### config.mk
export PLATFORM = sky130hd
export DESIGN_NAME = taskfile_front
export DESIGN_NICKNAME = d
export VERILOG_FILES = /design/src/rtl/tf_pkg.sv /design/src/rtl/tf_shadow.sv /design/src/rtl/tf_ident_rom.sv /design/src/rtl/tf_engine.sv /design/src/rtl/taskfile_front.sv
export SDC_FILE = /design/constraint.sdc
export NUM_CORES = 1
export LEC_CHECK = 0
export BUFFER_PORTS_ARGS = -buffer_cell sky130_fd_sc_hd__buf_4
export CORE_MARGIN = 2
export CORE_UTILIZATION = 50
export DETAILED_ROUTE_END_ITERATION = 10
export GPL_TIMING_DRIVEN = 0
export PLACE_DENSITY = 0.7
export SKIP_CTS_REPAIR_TIMING = 1
export SYNTH_ARGS = -nofsm -noshare
export SYNTH_HDL_FRONTEND = slang
export SYNTH_SLANG_ARGS = --single-unit
### constraint.sdc
create_clock -name clk -period 5.5 [get_ports clk]
set_clock_uncertainty 0.15 [all_clocks]
set_input_delay 0 -clock clk [delete_from_list [all_inputs] [get_ports clk]]
set_output_delay 0 -clock clk [all_outputs]
set_load 0.01 [all_outputs]
### src/rtl/tf_pkg.sv
package tf_pkg;
   localparam logic [2:0] OFS_DATA   = 3'd0;
   localparam logic [2:0] OFS_ERRFT  = 3'd1;
   localparam logic [2:0] OFS_STAT   = 3'd7;

   localparam logic [7:0] ST_BSY  = 8'h80;
   localparam logic [7:0] ST_DRDY = 8'h40;
   localparam logic [7:0] ST_DRQ  = 8'h08;
   localparam logic [7:0] ST_ERR  = 8'h01;

   localparam logic [7:0] ERR_ABORT = 8'h04;

   localparam logic [7:0] OP_IDENT = 8'hEC;
   localparam logic [7:0] OP_FLUSH = 8'hE7;

   typedef enum logic [1:0] {
      PH_IDLE  = 2'd0,
      PH_PIO   = 2'd1,
      PH_FLUSH = 2'd2
   } phase_t;
endpackage

### src/rtl/tf_shadow.sv
module tf_shadow #(
   parameter int NREG = 5,
   parameter int BASE = 2
) (
   input  logic              clk,
   input  logic              rst_n,
   input  logic              wr,
   input  logic [2:0]        addr,
   input  logic [7:0]        wdata,
   output logic [8*NREG-1:0] regs
);
   if (BASE + NREG > 7) begin : g_bad_range
      $error("tf_shadow: shadow registers overlap the command offset");
   end

   for (genvar g = 0; g < NREG; g++) begin : g_reg
      always_ff @(posedge clk) begin
         if (!rst_n)
            regs[8*g +: 8] <= '0;
         else if (wr && addr == 3'(BASE + g))
            regs[8*g +: 8] <= wdata;
      end
   end
endmodule

### src/rtl/tf_ident_rom.sv
module tf_ident_rom #(
   parameter int IDX_W       = 8,
   parameter int SER_CHARS   = 20,
   parameter int VER_CHARS   = 8,
   parameter int SER_BASE    = 10,
   parameter int VER_BASE    = 23,
   parameter int WCACHE_WORD = 85,
   parameter logic [8*SER_CHARS-1:0] SERIAL_STR  = "TF-UNIT-0000000001AB",
   parameter logic [8*VER_CHARS-1:0] VERSION_STR = "REV1.00 "
) (
   input  logic [IDX_W-1:0] idx,
   output logic [15:0]      word
);
   localparam int SER_WORDS = SER_CHARS / 2;
   localparam int VER_WORDS = VER_CHARS / 2;

   if ((SER_CHARS % 2) != 0 || (VER_CHARS % 2) != 0) begin : g_odd
      $error("tf_ident_rom: string lengths must be even");
   end

   always_comb begin
      word = '0;
      if (idx == '0)
         word = 16'h0040;
      for (int k = 0; k < SER_WORDS; k++)
         if (idx == IDX_W'(SER_BASE + k))
            word = SERIAL_STR[8*SER_CHARS-1-16*k -: 16];
      for (int k = 0; k < VER_WORDS; k++)
         if (idx == IDX_W'(VER_BASE + k))
            word = VERSION_STR[8*VER_CHARS-1-16*k -: 16];
      if (idx == IDX_W'(WCACHE_WORD))
         word = 16'h0020;
   end
endmodule

### src/rtl/tf_engine.sv
module tf_engine
   import tf_pkg::*;
#(
   parameter int ID_WORDS = 256,
   localparam int IDX_W   = $clog2(ID_WORDS)
) (
   input  logic             clk,
   input  logic             rst_n,
   input  logic             cmd_wr,
   input  logic [7:0]       cmd_op,
   input  logic             dev1_sel,
   input  logic             data_rd,
   input  logic             stat_rd,
   input  logic             flush_done,
   output phase_t           phase,
   output logic [IDX_W-1:0] idx,
   output logic             err,
   output logic             irq
);
   localparam logic [IDX_W-1:0] LAST = IDX_W'(ID_WORDS - 1);

   phase_t           ph_d;
   logic [IDX_W-1:0] idx_d;
   logic             err_d;
   logic             done;

   always_comb begin
      ph_d  = phase;
      idx_d = idx;
      err_d = err;
      done  = 1'b0;
      unique case (phase)
         PH_IDLE: begin
            if (cmd_wr && !dev1_sel) begin
               if (cmd_op == OP_IDENT) begin
                  ph_d  = PH_PIO;
                  idx_d = '0;
                  err_d = 1'b0;
               end else if (cmd_op == OP_FLUSH) begin
                  ph_d  = PH_FLUSH;
                  err_d = 1'b0;
               end else begin
                  err_d = 1'b1;
                  done  = 1'b1;
               end
            end
         end
         PH_PIO: begin
            if (data_rd) begin
               if (idx == LAST) begin
                  ph_d = PH_IDLE;
                  done = 1'b1;
               end else begin
                  idx_d = idx + 1'b1;
               end
            end
         end
         PH_FLUSH: begin
            if (flush_done) begin
               ph_d = PH_IDLE;
               done = 1'b1;
            end
         end
         default: ph_d = PH_IDLE;
      endcase
   end

   always_ff @(posedge clk) begin
      if (!rst_n) begin
         phase <= PH_IDLE;
         idx   <= '0;
         err   <= 1'b0;
         irq   <= 1'b0;
      end else begin
         phase <= ph_d;
         idx   <= idx_d;
         err   <= err_d;
         if (done)
            irq <= 1'b1;
         else if (stat_rd)
            irq <= 1'b0;
      end
   end
endmodule

### src/rtl/taskfile_front.sv
module taskfile_front
   import tf_pkg::*;
#(
   parameter int ID_WORDS    = 256,
   parameter int SER_CHARS   = 20,
   parameter int VER_CHARS   = 8,
   parameter int SER_BASE    = 10,
   parameter int VER_BASE    = 23,
   parameter int WCACHE_WORD = 85,
   parameter logic [8*SER_CHARS-1:0] SERIAL_STR  = "TF-UNIT-0000000001AB",
   parameter logic [8*VER_CHARS-1:0] VERSION_STR = "REV1.00 "
) (
   input  logic        clk,
   input  logic        rst_n,
   input  logic        host_wr,
   input  logic        host_rd,
   input  logic [2:0]  host_addr,
   input  logic [7:0]  host_wdata,
   output logic [15:0] host_rdata,
   input  logic        flush_done,
   output logic        irq,
   output logic        drq_out
);
   localparam int IDX_W   = $clog2(ID_WORDS);
   localparam int NSHADOW = 5;
   localparam int DEV_BIT = 8 * 4 + 4;

   if (ID_WORDS <= WCACHE_WORD || SER_BASE + SER_CHARS / 2 > ID_WORDS ||
       VER_BASE + VER_CHARS / 2 > ID_WORDS) begin : g_bad_layout
      $error("taskfile_front: IDENTIFY layout does not fit ID_WORDS");
   end

   logic [8*NSHADOW-1:0] shadow;
   phase_t               phase;
   logic [IDX_W-1:0]     idx;
   logic                 err;
   logic [15:0]          id_word;
   logic                 dev1_sel;
   logic                 busy_w;
   logic [7:0]           status;

   assign dev1_sel = shadow[DEV_BIT];
   assign busy_w   = (phase == PH_FLUSH);
   assign drq_out  = (phase == PH_PIO);

   tf_shadow #(.NREG(NSHADOW), .BASE(2)) u_shadow (
      .clk(clk), .rst_n(rst_n), .wr(host_wr), .addr(host_addr),
      .wdata(host_wdata), .regs(shadow)
   );

   tf_ident_rom #(
      .IDX_W(IDX_W), .SER_CHARS(SER_CHARS), .VER_CHARS(VER_CHARS),
      .SER_BASE(SER_BASE), .VER_BASE(VER_BASE), .WCACHE_WORD(WCACHE_WORD),
      .SERIAL_STR(SERIAL_STR), .VERSION_STR(VERSION_STR)
   ) u_rom (
      .idx(idx), .word(id_word)
   );

   tf_engine #(.ID_WORDS(ID_WORDS)) u_eng (
      .clk(clk), .rst_n(rst_n),
      .cmd_wr(host_wr && host_addr == OFS_STAT),
      .cmd_op(host_wdata), .dev1_sel(dev1_sel),
      .data_rd(host_rd && host_addr == OFS_DATA),
      .stat_rd(host_rd && host_addr == OFS_STAT),
      .flush_done(flush_done),
      .phase(phase), .idx(idx), .err(err), .irq(irq)
   );

   always_comb begin
      status = ST_DRDY;
      if (busy_w)  status = status | ST_BSY;
      if (drq_out) status = status | ST_DRQ;
      if (err)     status = status | ST_ERR;
      if (dev1_sel) status = 8'h00;
   end

   always_comb begin
      unique case (host_addr)
         3'd0:    host_rdata = drq_out ? id_word : 16'h0000;
         3'd1:    host_rdata = {8'h00, err ? ERR_ABORT : 8'h00};
         3'd2:    host_rdata = {8'h00, shadow[7:0]};
         3'd3:    host_rdata = {8'h00, shadow[15:8]};
         3'd4:    host_rdata = {8'h00, shadow[23:16]};
         3'd5:    host_rdata = {8'h00, shadow[31:24]};
         3'd6:    host_rdata = {8'h00, shadow[39:32]};
         default: host_rdata = {8'h00, status};
      endcase
   end
endmodule

==> impl_metrics.csv <==
group,metric,value,unit
synthesis,synthTopCellsByArea,"dfxtp_1 33%, nand2_1 13%, a21boi_0 9.9%",
finish,diodes,0,
pwr,sw_frac_of_total,27.2,%
synthesis,synth_edf_count,0,
synthesis,ys.flop_type,"dfxtp_1",
timing,layout_worst_path_cycle_share,51.5,%
setup_path,critPathBufInv,2,
synthesis,ys_warn_count,0,
global_route,grt-ovfl-total,0,
timing,setup_viol,0,
cts,cts_root_buf,"clkbuf_8",
die,die_w,83.8,um
synthesis,synth_fp_nets,439,
timing,slew_violations,0,
pwr,intPower,0.000511,W
timing,fin_worst_hold_slack,26.2,ps
pwr,p_switching,0.000191,W
pwr,seq_power_share,55.1,%
synthesis,synth_compound_area_share,24.8,%
setup_path,cp_top_family,"compound AO/OA/AOI/OAI gates",
cts,htree_levels,2,
global_route,grt_pass1_wl,14.6,mm
synthesis,syn-instance-count,419,
synthesis,synth_top_family_by_area,"simple AND/OR/NAND/NOR gates",
finish,drive_above_1_share,13.0,%
timing,rsz0062_at_grt,"false",
setup_path,cp-start-kind,"flop",
die,dieArea,7020,sq um
drt,drt_iter0_markers,330,
setup_path,cp.required,5350,ps
cts,clk_latency,310,ps
drt,firstDrtPassIters,5,
setup_path,r2r_slack,2800,ps
synthesis,synth_adder_area_share,1.57,%
setup_path,path_cells,"buf_6 > nor4_1 > a22oi_1 > o211ai_2 > nand2_1 > a311oi_1 > buf_4",
synthesis,synthDistinctLibCells,61,
cts,clk_pin_slew,100,ps
setup_path,cp_max_fo,8,
global_route,first_global_vias,2936,
synthesis,ys_seq_area_share,32.7,%
cts,clockBufferDepth,2,
worst_hold_path,min_path_type,"input port to flop",
setup_path,worstSetupPathType,"flop to output port",
synthesis,synthMuxAreaShare,4.79,%
die,io_pins,34,
timing,setup_ws,2670,ps
outcome,status,"complete, no violations",
timing,setup_tns,0,ps
drt,wl_per_cell,16.5,um
finish,layout-area-overhead-vs-synth,16.7,%
cts,numCtsBuffers,5,
timing,clock.fmax,0.353,GHz
setup_path,slowest_stage,"nor4_1",
synthesis,synthXorXnorAreaFrac,0.825,%
timing,period_needed,2830,ps
drt,routed_wl,9.00,mm
pwr,vdd_drop_max,134,uV
synthesis,synthArstFlopShare,0,%
timing,worst_slew_margin_rel,31.1,%
die,initial_core_util,51.0,%
die,die_y,83.8,um
synthesis,syn_area,3180,sq um
pwr,p_clk_share,33.5,%
setup_path,endpoint_kind,"output port",
drt,drcViolationCount,0,
placed_design,port_buffers,28,
flow_run,maxCapViolCount,0,
synthesis,netlist.area_leader.share,32.7,%
global_route,grt_use_total,25.6,%
pwr,powerDensity,189,nW/um^2
global_route,grt_start_max_net_pins,19,
pwr,comb_power_share,11.4,%
synthesis,synth-simple-area-share,30.1,%
die,core,6240,sq um
drt,dr_total_vias,3234,
synthesis,syn_area_per_cell,7.60,sq um
pwr,leakage,1.29,nW
drt,drtAntennaViolNets,0,
cts,cts.sinks,52,
synthesis,yosysTopAreaCell,"dfxtp_1",
placed_design,pre_cts_ws,3070,ps
cts,cts_tree,"yes",
placed_design,gp_congestion,0.891,
die,core.rowCount,29,
global_route,antenna_found_initial,0,
drt,vias_per_cell,5.93,
synthesis,ys_ff_latch,52,
finish,nets,487,
timing,tightest_slew,1020,ps
placed_design,hpwl,6.65,mm
timing,timing_hold_violations_final,0,
setup_path,max_stage_delay,760,ps
setup_path,crit_arrival,2680,ps
[worst reg2reg max path, cell delays in order (launching register included)]
cell           delay, ps
dfxtp_1              350
clkbuf_1             300
nand4_1              230
or3_1                420
or2_2                320
a211o_1              300
nand2_1               50
dlygate4sd3_1        530
[kinds of logic (layout without fill, tap and decap cells)]
kind of cell             count (synthesis)  count (layout)
AO/OA/AOI/OAI                          109             109
XOR/XNOR                                 3               3
AND/OR/NAND/NOR                        200             200
adder cells (fa/ha/maj)                  4               4
buffers and inverters                   37              86
flip-flops                              52              52
multiplexers                            13              13
other                                    1               1
[layout by cell type (no fill, tap or decap), types with 3 or more instances in the layout]
cell type	Yosys	routed
mux2_2	8	8
clkbuf_1	18	18
o21ai_0	13	13
mux2i_1	4	4
clkbuf_8	0	5
nand4_1	6	6
nor3_1	7	7
nor2b_1	11	11
a31oi_1	4	4
and2_1	5	5
nand2_1	107	107
nand2b_1	3	3
or3_1	5	5
xnor2_1	3	3
a22oi_1	8	8
a22o_1	3	3
nand3_1	17	17
dlygate4sd3_1	0	13
dfxtp_1	52	52
a21boi_0	42	42
buf_2	4	4
and4b_1	3	3
inv_1	9	9
ha_1	4	4
buf_4	3	31
a21oi_1	10	10
nor2_1	19	19
[through the flow]
| step | area (sq um) | power (W) | instances | utilization (%) |
|---|---|---|---|---|
| 2_1_floorplan | 3180 | 0.000437 | 419 | - |
| 3_3_place_gp | 3490 | 0.000466 | 524 | 55.9 |
| 3_5_place_dp | 3490 | 0.000467 | 524 | 55.9 |
| 4_1_cts | 3590 | 0.000697 | 532 | 57.5 |
| 5_1_grt | 3720 | 0.000727 | 545 | 59.6 |
| 6_report | 3720 | 0.000701 | 545 | 59.6 |
[synthesized netlist by cell type (3+ instances only)]
library cell	count
o21ai_0	13
mux2i_1	4
nand2_1	107
ha_1	4
or3_1	5
nor3_1	7
nor2b_1	11
mux2_2	8
a31oi_1	4
and4b_1	3
dfxtp_1	52
inv_1	9
nand3_1	17
nand4_1	6
buf_2	4
and2_1	5
nand2b_1	3
xnor2_1	3
nor2_1	19
a21oi_1	10
a22o_1	3
a22oi_1	8
clkbuf_1	18
buf_4	3
a21boi_0	42
[power by group through the flow]
stage / clock [W] / combinational [W] / sequential [W]
final: 0.000235 / 0.0000799 / 0.000387
after global routing: 0.000253 / 0.0000863 / 0.000387
after CTS: 0.000239 / 0.0000724 / 0.000387
after detailed placement: 0 / 0.0000722 / 0.000395
after global placement: 0 / 0.0000713 / 0.000395
after floorplan: 0 / 0.0000426 / 0.000394
[worst paths after layout]
check / from / endpoint / depth (start not counted)
worst max-delay path: u_eng.idx[7] / host_rdata[12] / 7
worst min-delay path: host_wr / u_eng.phase[0] / 5
worst max register to register: u_eng.idx[4] / u_eng.phase[1] / 7
worst min register to register: u_shadow.regs[0] / u_shadow.regs[0] / 2
[per-layer routing]
metal	vias to the layer above	global-route usage, %	share of wire (%)
met5	-	0	0
met1	1504	37.3	46
met2	136	39.3	44
met4	0	6.01	1.4
li1	1584	-	-
met3	10	4.55	8.4
[sequential cells by signal, indices dropped and copies added (netlist names)]
register / flops
u_eng.err: 1
u_eng.idx: 8
u_eng.irq: 1
u_eng.phase: 2
u_shadow.regs: 40
[layout make-up]
| cell class | instances | area, sq um |
|---|---|---|
| Multi-Input combinational cell | 330 | 1980 |
| Timing Repair Buffer | 41 | 340 |
| Buffer | 28 | 129 |
| Tap cell | 77 | 96.3 |
| Clock inverter | 3 | 27.5 |
| Clock buffer | 5 | 68.8 |
| Fill cell | 626 | 2520 |
| Sequential cell | 52 | 1040 |
| Inverter | 9 | 33.8 |
No activity file was read; power rests on OpenSTA's default activity.
